## config.mk

```make
export PLATFORM = sky130hd
export DESIGN_NAME = bridge_gate_gen
export DESIGN_NICKNAME = d
export VERILOG_FILES = /design/src/rtl/bgp_pkg.sv /design/src/rtl/bgp_leg.sv /design/src/rtl/bgp_ctrl.sv /design/src/rtl/bgp_datapath.sv /design/src/rtl/bridge_gate_gen.sv
export SDC_FILE = /design/constraint.sdc
export NUM_CORES = 1
export LEC_CHECK = 0
export BUFFER_PORTS_ARGS = -buffer_cell sky130_fd_sc_hd__buf_2
export CORE_ASPECT_RATIO = 0.6
export CORE_MARGIN = 3
export CORE_UTILIZATION = 25
export DETAILED_ROUTE_END_ITERATION = 8
export GPL_TIMING_DRIVEN = 0
export PLACE_DENSITY = 0.54
export SLEW_MARGIN = 20
export SYNTH_ARGS = -nofsm -noshare
export SYNTH_HDL_FRONTEND = slang
export SYNTH_SLANG_ARGS = --single-unit
```

## constraint.sdc

```tcl
create_clock -name clk -period 1.3 [get_ports clk]
set_input_delay 0.13 -clock clk [delete_from_list [all_inputs] [get_ports clk]]
set_output_delay 0.13 -clock clk [all_outputs]
set_load 0.01 [all_outputs]
```

## src/rtl/bgp_pkg.sv

```systemverilog
package bgp_pkg;

  typedef struct packed {
    logic loadMode;
    logic blank;
  } bgp_strobe_t;

  typedef struct packed {
    logic rectify;
    logic posHalf;
  } bgp_mode_t;

  localparam bgp_mode_t MODE_AT_RESET = '{rectify: 1'b1, posHalf: 1'b1};

  localparam int GATE_N = 4;

endpackage

```

## src/rtl/bgp_leg.sv

```systemverilog
module bgp_leg #(
  parameter int DEAD_CYC = 2
) (
  input  logic       clk,
  input  logic       rstN,
  input  logic       clear,
  input  logic [1:0] reqIn,
  output logic [1:0] gateOut
);

  localparam int CNT_W = (DEAD_CYC > 0) ? $clog2(DEAD_CYC + 1) : 1;
  localparam logic [CNT_W-1:0] CNT_TOP = CNT_W'(DEAD_CYC);

  logic [1:0] safeReq;

  // a leg never receives both requests; treat that as neither
  always_comb safeReq = (&reqIn) ? 2'b00 : reqIn;

  for (genvar s = 0; s < 2; s++) begin : g_side
    if (DEAD_CYC == 0) begin : g_direct
      always_ff @(posedge clk or negedge rstN) begin
        if (!rstN)      gateOut[s] <= 1'b0;
        else if (clear) gateOut[s] <= 1'b0;
        else            gateOut[s] <= safeReq[s];
      end
    end else begin : g_delay
      logic [CNT_W-1:0] holdCnt;
      always_ff @(posedge clk or negedge rstN) begin
        if (!rstN) begin
          holdCnt    <= '0;
          gateOut[s] <= 1'b0;
        end else if (clear || !safeReq[s]) begin
          holdCnt    <= '0;
          gateOut[s] <= 1'b0;
        end else begin
          holdCnt    <= (holdCnt == CNT_TOP) ? holdCnt : holdCnt + 1'b1;
          gateOut[s] <= (holdCnt == CNT_TOP);
        end
      end
    end
  end

endmodule

```

## src/rtl/bgp_ctrl.sv

```systemverilog
module bgp_ctrl
  import bgp_pkg::*;
#(
  parameter int CMD_W = 16
) (
  input  logic [CMD_W-1:0] ampCmd,
  input  logic             gridSignIn,
  input  logic             periodStart,
  input  logic             gateDisable,
  output bgp_strobe_t      strobe,
  output bgp_mode_t        nextMode
);

  always_comb begin
    nextMode.rectify = ($signed(ampCmd) >= 0);
    nextMode.posHalf = gridSignIn;
    strobe.loadMode  = periodStart;
    strobe.blank     = gateDisable;
  end

endmodule

```

## src/rtl/bgp_datapath.sv

```systemverilog
module bgp_datapath
  import bgp_pkg::*;
#(
  parameter int DEAD_CYC = 2
) (
  input  logic              clk,
  input  logic              rstN,
  input  bgp_strobe_t       strobe,
  input  bgp_mode_t         nextMode,
  input  logic              pwmIn,
  output bgp_mode_t         curMode,
  output logic [GATE_N-1:0] gates
);

  localparam int LEG_N = GATE_N / 2;

  // bit order {A high, A low, B high, B low}
  logic [GATE_N-1:0] rawReq;
  logic [GATE_N-1:0] reqReg;

  always_ff @(posedge clk or negedge rstN) begin
    if (!rstN)                curMode <= MODE_AT_RESET;
    else if (strobe.loadMode) curMode <= nextMode;
  end

  always_comb begin
    unique case ({curMode.rectify, curMode.posHalf})
      2'b11:   rawReq = {1'b0, pwmIn, 1'b0, 1'b0};
      2'b10:   rawReq = {pwmIn, 1'b0, 1'b0, 1'b0};
      2'b01:   rawReq = {1'b1, 1'b0, 1'b0, ~pwmIn};
      default: rawReq = {1'b0, 1'b1, ~pwmIn, 1'b0};
    endcase
  end

  always_ff @(posedge clk or negedge rstN) begin
    if (!rstN)            reqReg <= '0;
    else if (strobe.blank) reqReg <= '0;
    else                  reqReg <= rawReq;
  end

  for (genvar g = 0; g < LEG_N; g++) begin : g_leg
    bgp_leg #(.DEAD_CYC(DEAD_CYC)) u_leg (
      .clk    (clk),
      .rstN   (rstN),
      .clear  (strobe.blank),
      .reqIn  (reqReg[GATE_N-1-2*g -: 2]),
      .gateOut(gates[GATE_N-1-2*g -: 2])
    );
  end

endmodule

```

## src/rtl/bridge_gate_gen.sv

```systemverilog
module bridge_gate_gen
  import bgp_pkg::*;
#(
  parameter int CMD_W    = 16,
  parameter int DEAD_CYC = 2
) (
  input  logic             clk,
  input  logic             rstN,
  input  logic             pwmIn,
  input  logic             gridSignIn,
  input  logic [CMD_W-1:0] ampCmd,
  input  logic             periodStart,
  input  logic             gateDisable,
  output logic             gateAHi,
  output logic             gateALo,
  output logic             gateBHi,
  output logic             gateBLo
);

  bgp_strobe_t       strobe;
  bgp_mode_t         nextMode;
  bgp_mode_t         curMode;
  logic [GATE_N-1:0] gates;
  logic              modeRectify;
  logic              modePosHalf;

  bgp_ctrl #(.CMD_W(CMD_W)) u_ctrl (
    .ampCmd     (ampCmd),
    .gridSignIn (gridSignIn),
    .periodStart(periodStart),
    .gateDisable(gateDisable),
    .strobe     (strobe),
    .nextMode   (nextMode)
  );

  bgp_datapath #(.DEAD_CYC(DEAD_CYC)) u_dp (
    .clk     (clk),
    .rstN    (rstN),
    .strobe  (strobe),
    .nextMode(nextMode),
    .pwmIn   (pwmIn),
    .curMode (curMode),
    .gates   (gates)
  );

  assign {gateAHi, gateALo, gateBHi, gateBLo} = gates;
  assign modeRectify = curMode.rectify;
  assign modePosHalf = curMode.posHalf;

endmodule

```

Yosys cells after proc, flatten, opt, wreduce, memory -nomap -nowiden
Cells that the tools add are included.

Output and inout port bits: 4. Bits in latches: 0. Memory bits (read-only): 0. Register bits: 18. Memories kept: 0. Input bits: 22. Word-level logic and storage cells: 54. Memory bits (writable): 0.

Equality and inequality tests: 11. Shifts and indexed selects: 0. Mux-type cells: 16. Div/mod/pow operators: 0. Bitwise logic cells: 1. $lt $le $gt $ge: 1. Add/sub/neg operators: 4. Reduce and logical (&&, ||, !) cells: 10. Multipliers: 0.

Operators with widths (number): $mux W2 (10); $ge A16 B1 Y1 const B (1); $eq A2 B2 Y1 const B (6); $pmux W4 S3 (1); $add A2 B1 Y2 const B (4); $ne A2 B2 Y1 const B (4); $logic_not A1 Y1 (4); $logic_or A1 B1 Y1 (4); $mux W1 (4); $mux W4 (1); $reduce_and A2 Y1 (2); $eq A2 B1 Y1 const B (1); $not A1 Y1 (1).

Depth between registers and ports, before layout
Gate-level depths: netlist of run 1.

Word-level depth: 5. Mapped depth: 4. Depth with buffers taken out: 4.

By module
A second synthesis of run 1 with hierarchy kept.

Cell total of the unflattened synthesis: 68. Area, all modules: 810.8 um2.

By module, submodules not included: bgp_leg (instances 2, cells an instance 24, area an instance 277.8 um2, seq. area each 150.1 um2); bgp_datapath (instances 1, cells an instance 16, area an instance 229.0 um2, seq. area each 152.6 um2); bgp_ctrl (instances 1, cells an instance 4, area an instance 26.3 um2, seq. area each 0.0 um2).

Least setup slack after synthesis of run 1
No wires, ideal clock.

Path type: reg2reg. Start: reg u_dp.reqReg[3]. End: reg u_dp.g_leg[0].u_leg.g_side[0].g_delay.holdCnt[1]. Cell stages (with the launch flop): 3. Clock period less this slack: 1.011 ns. Path buffers: 0. Data arrival time: 0.924 ns. Path slack: 0.289 ns. Cells stage by stage: dfrtp_1 or3b_4 a211oi_2.

Cells in the longest elaborated chain, start to end: 5. Elaborated cells on any way between the ends: 6. Those cells by class: 1 x eq/ne; 2 x mux; 3 x reduce/logical.

RTL lines: from (decl) (line bgp_datapath.sv:19) `logic [GATE_N-1:0] reqReg;`; from (signal assigned) (line bgp_datapath.sv:38) `else reqReg <= rawReq;`; $reduce_and A2 Y1 (*) (line bgp_leg.sv:17) `always_comb safeReq = (&reqIn) ? 2'b00 : reqIn;`; $mux W2 (*) (line bgp_leg.sv:17); $logic_not A1 Y1 (*) (line bgp_leg.sv:32) `end else if (clear || !safeReq[s]) begin`; $logic_or A1 B1 Y1 (*) (line bgp_leg.sv:32); $ne A2 B2 Y1 (no source line) / $mux W2 (equally long branches); to (signal assigned) (line bgp_leg.sv:36) `holdCnt <= (holdCnt == CNT_TOP) ? holdCnt : holdCnt + 1'b1;`; to (decl) (line bgp_leg.sv:27) `logic [CNT_W-1:0] holdCnt;`.

Every way passes the cells marked *; elsewhere a longest branch is shown, timed or not. A chain may end at the register's enable or synchronous reset.

Worst setup path after layout of run 1
Start: reg u_dp.reqReg[2]. End: reg u_dp.g_leg[0].u_leg.g_side[1].g_delay.holdCnt[1].

Cells in the longest elaborated chain, start to end: 5. Elaborated cells on any way between the ends: 6. Those cells by class: 1 x eq/ne; 2 x mux; 3 x reduce/logical.

RTL lines (line): $reduce_and A2 Y1 (*) (bgp_leg.sv:17); $mux W2 (*) (bgp_leg.sv:17); $logic_not A1 Y1 (*) (bgp_leg.sv:32); $logic_or A1 B1 Y1 (*) (bgp_leg.sv:32); $ne A2 B2 Y1 (no source line) / $mux W2 (equally long branches); to (signal assigned) (bgp_leg.sv:36); to (decl) (bgp_leg.sv:27).

Marks and branches as above.

==> out/results.ini, run 1 <==
[sta]
rsz0062_at_grt=no
skew_ns=0.00499
worst_slew_pin_slew_ns=0.410
drv_slew=0
slew_headroom_pct=72.7
hold_viol=0
worst_slack_ns=0.245
fin_crit_sh_pct=81.1
setup_viol=0
period_needed_ns=1.05
fin_setup_tns_ns=0
fmax_mhz=948

[min_path]
worstHoldEndpoint=u_dp.curMode[1]$_DFFE_PN1P_
hp-class=input pin to flip-flop
hold_depth=2
min-delay-start=periodStart

[setup_path]
cp-end-kind=flip-flop
critPathKind=flip-flop to flip-flop
critPathMaxFanout=3
rr_worst_depth=2
r2r-end=u_dp.g_leg[0].u_leg.g_side[1].g_delay.holdCnt[1]$_DFFE_PN0N_
crit_start=u_dp.reqReg[2]$_DFF_PN0_
critPathRequiredTime_ns=1.47
r2r_slack_ns=0.25
worstPathArrival_ns=1.23
reg2reg_from=u_dp.reqReg[2]$_DFF_PN0_
cp-start-kind=flip-flop

[clocking]
clockBufferDepth=2
root_buffer=clkbuf_8
cts_made_buffers=3
clk_latency_ns=0.25
cts_tree=built
clock-sinks=18
htreeDepth=1
cts.clk_slew.worst_paths_ns=0.07
cts_resized=0
cts.hold.buffers_added=2
post_cts_buffers=0

[finish]
finalNonFillerCells=123
nFillCells=314
drive_above_1_share_pct=30.9
fin_nets=108
num_antenna_cells=0
area_growth_pct=21.4

[global_routing]
grt_pass1_vias=522
antenna_found_initial=0
grt.total_usage_pct=7.38
grt_pass1_wl_um=2190
overflow=0
grt_max_degree=19

[power]
internal_power_mw=0.835
p_sw_share_pct=20.8
p_per_area_mw_per_mm2=1110
p_switching_mw=0.219
leakage_nw=0.450
seqPwrFrac_pct=56.4
ir_drop_mv=0.497
p_clk_share_pct=36.8
combinationalPowerShare_pct=6.8

[synth]
synth_area_sq_um=783
synth_top_area_share_pct=51.1
synth_top_flop_cell=dfrtp_1
synth_fp_nets=91
ys_async_sr_fraction_pct=100
yosysSeqAreaShare_pct=57.8
synth-seq-cells=18
syn_area_per_cell_sq_um=12.1
synth_warnings=0
yosysTopAreaCell=dfrtp_1
synthDistinctLibCells=16
synth_edf_count=0
synthTopCellsByArea=dfrtp_1, dfstp_2, a211oi_2
netlist_instances=65

[die]
dieArea_sq_mm=0.00386
start_util_pct=26.8
rows=15
io_pins=26
die_h_um=49.4
die_width_um=78.3
coreArea_sq_mm=0.00293

[route]
via_count=467
wl_um=1180
drc=0
first_pass_iters=2
viasPerCell=3.80
drtIter0Drc=8
routedWlPerCell_um=9.56
ant_nets=0

[placed_design]
routabilityCongestion=0.628
io_buffers=10
post-place-ws_ns=0.232
placed_cells=117
hpwl_um=898

[outcome]
status=finished clean

[job]
drv_cap=0

-- layout make-up --
class / count / area, sq um / share of cell area (%)
Multi-Input combinational cell: 39 / 300 / 31.6
Sequential cell: 18 / 453 / 47.6
Timing Repair Buffer: 12 / 70.1 / 7.37
Tap cell: 42 / 52.6 / 5.53
Clock buffer: 4 / 45.0 / 4.74
Inverter: 8 / 30.0 / 3.16
-- worst max-delay path: stages, from the launching register on --
cell      delay [ns]
dfrtp_1         0.37
or3b_4          0.42
a211oi_2        0.19
-- metrics by stage --
| step | cell area (sq um) | hold WS, ns | power (mW) | util [%] |
|---|---|---|---|---|
| 6_report | 951 | 0.0491 | 1.05 | 32.5 |
| 5_1_grt | 951 | 0.0596 | 1.12 | 32.5 |
| 4_1_cts | 951 | 0.0398 | 1.09 | 32.5 |
| 3_5_place_dp | 886 | 0.0927 | 0.674 | 30.3 |
| 3_3_place_gp | 886 | 0.0880 | 0.672 | 30.3 |
| 2_1_floorplan | 783 | -0.166 | 0.641 | - |
-- power groups by stage --
| stage | logic, mW | registers, mW | clock network [mW] |
|---|---|---|---|
| finish | 0.0717 | 0.595 | 0.388 |
| floorplan | 0.0387 | 0.602 | 0 |
| global route | 0.0824 | 0.598 | 0.435 |
| global placement | 0.0677 | 0.604 | 0 |
| detailed placement | 0.0690 | 0.605 | 0 |
| CTS | 0.0737 | 0.594 | 0.418 |
-- flip-flops by register name, summed over array words and instances (netlist names) --
| signal | cells |
|---|---|
| u_dp.reqReg | 4 |
| u_dp.curMode | 2 |
| u_dp.g_leg.u_leg.gateOut | 4 |
| u_dp.g_leg.u_leg.g_side.g_delay.holdCnt | 8 |
-- worst max path at each step --
stage | to | cells past startpoint
finish | u_dp.g_leg[0].u_leg.g_side[1].g_delay.holdCnt[1]$_DFFE_PN0N_ | 2
global route | u_dp.g_leg[0].u_leg.g_side[1].g_delay.holdCnt[1]$_DFFE_PN0N_ | 2
CTS | u_dp.g_leg[0].u_leg.g_side[0].g_delay.holdCnt[1]$_DFFE_PN0N_ | 2
detailed placement | u_dp.g_leg[0].u_leg.g_side[1].g_delay.holdCnt[1]$_DFFE_PN0N_ | 2
global placement | u_dp.g_leg[0].u_leg.g_side[1].g_delay.holdCnt[1]$_DFFE_PN0N_ | 2
floorplan | u_dp.g_leg[0].u_leg.g_side[0].g_delay.holdCnt[1]$_DFFE_PN0N_ | 2
-- synth_stat cells, types with 2 or more instances --
cell type / instances
inv_1: 8
or3b_4: 4
nor2_1: 9
dfstp_2: 2
a21oi_1: 3
ha_1: 4
nor2b_1: 4
nor3_1: 2
a211oi_2: 4
xor2_1: 4
dfrtp_1: 16
-- cell usage in the layout, fill, tap and decap left out, drive strengths merged --
cell / instances
buf: 10
dlygate4sd3: 2
a21oi: 3
xor2: 4
a211oi: 4
nand2b: 1
mux2: 1
or3b: 4
nor3: 2
ha: 4
nand3b: 1
dfrtp: 16
clkbuf: 4
dfstp: 2
nor2b: 4
inv: 8
nand3: 1
nor2: 9
or2: 1
-- layer usage --
metal | vias up | GRT usage, % | routed length [um]
li1 | 245 | - | -
met1 | 210 | 9.95 | 623
met2 | 12 | 10.2 | 460
met3 | 0 | 4.06 | 92
met4 | 0 | 1.74 | 0
met5 | - | 0 | 0
-- logic make-up after synthesis --
family	after synthesis	share of synthesized area [%]
buffers and inverters	8	3.83
muxes	1	1.44
AOI/OAI and AO/OA	7	8.31
adders and majority gates	4	6.39
DFF	18	57.8
and+or+nand+nor	23	17.7
xor gates and xnor gates	4	4.47
(Power assumes the default switching activity.)
==> run 2: changes to the inputs <==
--- a/config.mk
+++ b/config.mk
@@ -5,13 +5,14 @@
 export SDC_FILE = /design/constraint.sdc
 export NUM_CORES = 1
 export LEC_CHECK = 0
+export ABC_AREA = 1
 export BUFFER_PORTS_ARGS = -buffer_cell sky130_fd_sc_hd__buf_2
 export CORE_ASPECT_RATIO = 0.6
 export CORE_MARGIN = 3
 export CORE_UTILIZATION = 25
 export DETAILED_ROUTE_END_ITERATION = 8
 export GPL_TIMING_DRIVEN = 0
-export PLACE_DENSITY = 0.54
+export PLACE_DENSITY = 0.56
 export SLEW_MARGIN = 20
 export SYNTH_ARGS = -nofsm -noshare
 export SYNTH_HDL_FRONTEND = slang
==> constraint.sdc (replaced) <==
create_clock -name clk -period 0.9 [get_ports clk]
set_input_delay 0.09 -clock clk [delete_from_list [all_inputs] [get_ports clk]]
set_output_delay 0.09 -clock clk [all_outputs]
set_load 0.01 [all_outputs]
==> out/results.ini, run 2 <==
[power]
internal_power_mw=1.29
combinationalPowerShare_pct=8.5
p_per_area_mw_per_mm2=1550
p_clk_share_pct=39.1
leakage_nw=0.538
seqPwrFrac_pct=52.4
ir_drop_mv=0.913
p_switching_mw=0.354
p_sw_share_pct=21.6

[global_routing]
grt.total_usage_pct=6.89
grt_pass1_wl_um=2060
antenna_found_initial=0
grt_max_degree=19
overflow=0
grt_pass1_vias=477

[sta]
fin_crit_sh_pct=106
fmax_mhz=1050
drv_slew=0
period_needed_ns=0.955
hold_viol=0
worst_slack_ns=-0.0552
rsz0062_at_grt=yes
slew_headroom_pct=73.8
setup_viol=6
worst_slew_pin_slew_ns=0.393
skew_ns=0.00332

[setup_path]
cp-end-kind=flip-flop
r2r_slack_ns=-0.06
worst-path-buf-inv=0
crit_family=flip-flops
worstPathArrival_ns=1.13
critPathMaxFanout=2
critical_path.cell_chain=ha_4, nor2_4, nor2_2, nor2_1
critPathKind=flip-flop to flip-flop
crit_slowest_cell=dfrtp_1
crit_start=u_dp.g_leg[1].u_leg.g_side[0].g_delay.holdCnt[1]$_DFFE_PN0N_
critPathRequiredTime_ns=1.08
reg2reg_from=u_dp.g_leg[1].u_leg.g_side[0].g_delay.holdCnt[1]$_DFFE_PN0N_
cp-start-kind=flip-flop
crit_path_max_incr_delay_ns=0.41

[route]
wl_um=1250
ant_nets=0
routedWlPerCell_um=7.98
via_count=595
viasPerCell=3.81
drtIter0Drc=28
first_pass_iters=4
drc=0

[finish]
finalNonFillerCells=156
reg_top3=u_dp.g_leg.u_leg.g_side.g_delay.holdCnt (8), u_dp.g_leg.u_leg.gateOut (4), u_dp.reqReg (4)
utilization_pct=36.0
final_cell_mix=nand2_1, nor2_1, dfrtp_1
num_antenna_cells=0
area_growth_pct=33.2
largest_register_ffs=8
mostFrequentLayoutCell=nand2_1
drive_above_1_share_pct=36.8
top_register=u_dp.g_leg.u_leg.g_side.g_delay.holdCnt
fin_nets=141

[die]
die_h_um=49.7
coreArea_sq_mm=0.00295
start_util_pct=27.0
rows=15
dieArea_sq_mm=0.00392
io_pins=26
die_width_um=78.8

[synth]
yosys.area_share.adder_pct=6.29
synth_area_sq_um=796
netlist_instances=97
yosysMostFrequentCell=nand2_1
synth_top_family_by_area=simple AND/OR/NAND/NOR gates
synth_warnings=0
syn_area_per_cell_sq_um=8.20
ys_async_sr_fraction_pct=100
synth-seq-cells=18
yosysSeqAreaShare_pct=56.9
synth-xor-area-share_pct=0
synth_edf_count=0
synth_top_area_share_pct=50.3
synthDistinctLibCells=12
synth_top_flop_cell=dfrtp_1
synth.mux.area_fraction_pct=0
synthTopCellsByArea=dfrtp_1, nand2_1, nor2_1
synthTopCellsByCount=nand2_1, nor2_1, dfrtp_1, inv_1, ha_1
synth-compound-area-share_pct=1.89
synth_fp_nets=123
yosys.area_share.simple_pct=26.4
yosysTopAreaCell=dfrtp_1

[clocking]
clock-sinks=18
clk_latency_ns=0.25
cts_tree=built
cts_made_buffers=3
htreeDepth=1
root_buffer=clkbuf_8
clockBufferDepth=2
cts.clk_slew.worst_paths_ns=0.06

[min_path]
min-delay-start=periodStart
hp-class=input pin to flip-flop

[placed_design]
io_buffers=10
hpwl_um=947
placed_cells=149
routabilityCongestion=0.665

[outcome]
status=finished with violations
violations=negative setup slack

[job]
drv_cap=0

## run 2: through the flow
step / setup TNS (ns) / area (sq um) / hold slack (ns) / power, mW / setup WS [ns]
6_report: -0.197 / 1060 / 0.0118 / 1.64 / -0.0552
3_3_place_gp: -0.180 / 923 / 0.0436 / 0.984 / -0.0391
4_1_cts: -0.303 / 1020 / 0.00340 / 1.66 / -0.0777
2_1_floorplan: -0.00854 / 821 / -0.206 / 0.940 / -0.00379
3_5_place_dp: -0.378 / 923 / 0.0427 / 0.989 / -0.0830
5_1_grt: -0.709 / 1060 / 0.0139 / 1.74 / -0.126
## run 2: cell type report
class	count	area [sq um]
well taps	42	52.6
clock buffers	4	55.1
fillers	313	1890
repair buffers	13	77.6
multi-input cells	61	354
flip-flops and latches	18	453
inverters	18	67.6
## run 2: repair_timing
item | 4_1_cts | 5_1_grt
endpoints found under the setup margin | 9 | 11
setup buffers | 1 | 0
pin swaps | 6 | 13
hold buffers | 2 | 0
hold endpoints to repair | 17 | 0
cloned | 0 | 0
gates resized for setup | 8 | 14
## run 2: path summary, 6_finish.rpt
check / to / depth (start not counted)
min: u_dp.curMode[1]$_DFFE_PN1P_ / 2
max reg2reg: u_dp.g_leg[1].u_leg.g_side[0].g_delay.holdCnt[1]$_DFFE_PN0N_ / 4
max: u_dp.g_leg[1].u_leg.g_side[0].g_delay.holdCnt[1]$_DFFE_PN0N_ / 4
min reg2reg: u_dp.curMode[0]$_DFFE_PN1P_ / 2
min in group asynchronous: u_dp.g_leg[0].u_leg.g_side[1].g_delay.holdCnt[0]$_DFFE_PN0N_ / 2
max in group asynchronous: u_dp.curMode[1]$_DFFE_PN1P_ / 2
## run 2: logic make-up (layout without fill, tap and decap cells)
group	after synthesis	after routing
adders and majority gates	4	4
buffers and inverters	18	35
and+or+nand+nor	54	54
AOI/OAI and AO/OA	3	3
DFF	18	18
## run 2: metal layers
layer  global-route usage, %  wire length (um)
met5                       0                 0
met1                    9.11               621
met3                    4.38                87
met2                    9.72               535
met4                   0.857                 0
## run 2: power groups by stage
stage	clock, mW	combinational [mW]	sequential (mW)
global route	0.718	0.162	0.862
CTS	0.673	0.129	0.859
floorplan	0	0.0705	0.870
global placement	0	0.112	0.872
finish	0.641	0.140	0.860
detailed placement	0	0.116	0.873
==> run 3: changes to the inputs <==
--- a/config.mk
+++ b/config.mk
@@ -7,12 +7,14 @@
 export LEC_CHECK = 0
 export ABC_AREA = 1
 export BUFFER_PORTS_ARGS = -buffer_cell sky130_fd_sc_hd__buf_2
+export CELL_PAD_IN_SITES_DETAIL_PLACEMENT = 1
+export CELL_PAD_IN_SITES_GLOBAL_PLACEMENT = 2
 export CORE_ASPECT_RATIO = 0.6
 export CORE_MARGIN = 3
-export CORE_UTILIZATION = 25
+export CORE_UTILIZATION = 24
 export DETAILED_ROUTE_END_ITERATION = 8
 export GPL_TIMING_DRIVEN = 0
-export PLACE_DENSITY = 0.56
+export PLACE_DENSITY = 0.81
 export SLEW_MARGIN = 20
 export SYNTH_ARGS = -nofsm -noshare
 export SYNTH_HDL_FRONTEND = slang
==> out/results.ini, run 3 (synthesized netlist as in run 2, its figures left out) <==
[finish]
reg_top3=u_dp.g_leg.u_leg.g_side.g_delay.holdCnt (8), u_dp.g_leg.u_leg.gateOut (4), u_dp.reqReg (4)
multi_input_area_sq_um=367
mostFrequentLayoutCell=nand2_1
num_antenna_cells=0
area_growth_pct=37.9
nFillCells=369
final_cell_mix=nand2_1, nor2_1, dfrtp_1
top_register=u_dp.g_leg.u_leg.g_side.g_delay.holdCnt
fin_nets=144
drive_above_1_share_pct=41.0
register_area_sq_um=453
largest_register_ffs=8

[job]
drv_cap=0

[setup_path]
critical_path.cell_chain=inv_2, ha_4, nor2_2, nor2_1, nor2_1
worst-path-buf-inv=1
critPathKind=flip-flop to flip-flop
r2r-end=u_dp.g_leg[0].u_leg.g_side[0].g_delay.holdCnt[1]$_DFFE_PN0N_
rr_worst_depth=5
worst_path_most_repeated_cell=nor2_1
cp-start-kind=flip-flop
critPathMaxFanout=2
critPathRequiredTime_ns=1.08
cp-end-kind=flip-flop
worstPathArrival_ns=1.14
r2r_slack_ns=-0.06
reg2reg_from=u_dp.g_leg[0].u_leg.g_side[0].g_delay.holdCnt[0]$_DFFE_PN0N_
crit_slowest_cell=dfrtp_1
crit_family=flip-flops
crit_path_max_incr_delay_ns=0.39
crit_cells=5

[clocking]
cts_made_buffers=3
root_buffer=clkbuf_8
cts_tree=built
clk_latency_ns=0.25
htreeDepth=1
clock-sinks=18
clockBufferDepth=2
cts.clk_slew.worst_paths_ns=0.07

[global_routing]
grt_pass1_vias=622
antenna_found_initial=0
grt.total_usage_pct=9.43
grtUsageMet3_pct=5.02
overflow=0
met1_usage_pct=12.3
grt.met2_usage_pct=13.9
grt_max_degree=19
grt_pass1_wl_um=2880
grt_busiest_layer=met2

[power]
p_per_area_mw_per_mm2=1530
combinationalPowerShare_pct=10.0
seqPwrFrac_pct=51.4
total_power_mw=1.67
p_switching_mw=0.376
ir_drop_mv=0.668
p_sw_share_pct=22.5
leakage_nw=0.561
internal_power_mw=1.30
p_clk_share_pct=38.6

[placed_design]
io_buffers=10
routabilityCongestion=0.705
hpwl_um=1220

[sta]
fin_crit_sh_pct=106
hold_viol=0
fmax_mhz=1040
worst_slack_ns=-0.0577
drv_slew=0
setup_viol=8
period_needed_ns=0.958
skew_ns=0.00394
hold_ws_ns=0.0175
rsz0062_at_grt=yes
worst_slew_pin_slew_ns=0.409
slew_headroom_pct=72.8

[route]
first_pass_iters=2
routedWlPerCell_um=10.2
via_count=645
wl_um=1620
drtIter0Drc=5
viasPerCell=4.06
ant_nets=0
drc=0

[die]
coreArea_sq_mm=0.00302
start_util_pct=26.3
rows=15
dieArea_sq_mm=0.00406
io_pins=26
die_h_um=50.6
die_width_um=80.3

[min_path]
min-delay-start=periodStart
hp-class=input pin to flip-flop
worstHoldEndpoint=u_dp.curMode[1]$_DFFE_PN1P_
hold_depth=2

[outcome]
violations=negative setup slack
status=finished with violations

==> run 3: per-stage QoR <==
step / instances / cell area (sq um) / util, % / worst slack [ns] / TNS, ns
after CTS: 155 / 1040 / 34.4 / -0.0657 / -0.404
after floorplan: 97 / 821 / - / -0.00379 / -0.00854
after global placement: 149 / 923 / 30.6 / -0.0546 / -0.252
after detailed placement: 149 / 923 / 30.6 / -0.0842 / -0.529
after global routing: 159 / 1100 / 36.3 / -0.128 / -0.916
final: 159 / 1100 / 36.3 / -0.0577 / -0.274
==> run 3: power by group through the flow <==
stage / combinational (mW) / clock, mW / sequential [mW]
2_1_floorplan: 0.0705 / 0 / 0.870
3_3_place_gp: 0.114 / 0 / 0.873
3_5_place_dp: 0.122 / 0 / 0.874
4_1_cts: 0.140 / 0.683 / 0.860
5_1_grt: 0.195 / 0.719 / 0.863
6_report: 0.168 / 0.646 / 0.861
==> run 3: area by class of cell <==
| cell class | count | share of cell area (%) |
|---|---|---|
| clock buffer | 4 | 5.02 |
| inverter | 18 | 6.39 |
| multi-input combinational | 61 | 33.4 |
| sequential | 18 | 41.3 |
| tap | 42 | 4.79 |
| timing repair buffer | 16 | 9.12 |
==> run 3: worst max-delay path by stage <==
stage	from	to	slack (ns)
floorplan	u_dp.g_leg[1].u_leg.g_side[1].g_delay.holdCnt[0]$_DFFE_PN0N_	u_dp.g_leg[1].u_leg.g_side[1].g_delay.holdCnt[1]$_DFFE_PN0N_	-0.004
global placement	u_dp.g_leg[0].u_leg.g_side[0].g_delay.holdCnt[0]$_DFFE_PN0N_	u_dp.g_leg[0].u_leg.g_side[0].g_delay.holdCnt[1]$_DFFE_PN0N_	-0.05
detailed placement	u_dp.g_leg[1].u_leg.g_side[0].g_delay.holdCnt[0]$_DFFE_PN0N_	u_dp.g_leg[1].u_leg.g_side[0].g_delay.holdCnt[0]$_DFFE_PN0N_	-0.08
CTS	u_dp.g_leg[0].u_leg.g_side[1].g_delay.holdCnt[0]$_DFFE_PN0N_	u_dp.g_leg[0].u_leg.g_side[1].g_delay.holdCnt[1]$_DFFE_PN0N_	-0.07
global route	u_dp.g_leg[0].u_leg.g_side[0].g_delay.holdCnt[0]$_DFFE_PN0N_	u_dp.g_leg[0].u_leg.g_side[0].g_delay.holdCnt[1]$_DFFE_PN0N_	-0.13
finish	u_dp.g_leg[0].u_leg.g_side[0].g_delay.holdCnt[0]$_DFFE_PN0N_	u_dp.g_leg[0].u_leg.g_side[0].g_delay.holdCnt[1]$_DFFE_PN0N_	-0.06
==> run 3: per-layer routing <==
metal	share of wire (%)	wire length [um]
met5	0	0
met4	0.49	8
met3	6.3	103
met2	46	747
met1	47	763
==> run 3: timing repair <==
item,in CTS,in global routing
hold buffers,2,0
gates resized for setup,16,12
pin swaps,19,9
buffers inserted,0,4
hold endpoints to repair,17,0
endpoints found under the setup margin,13,12
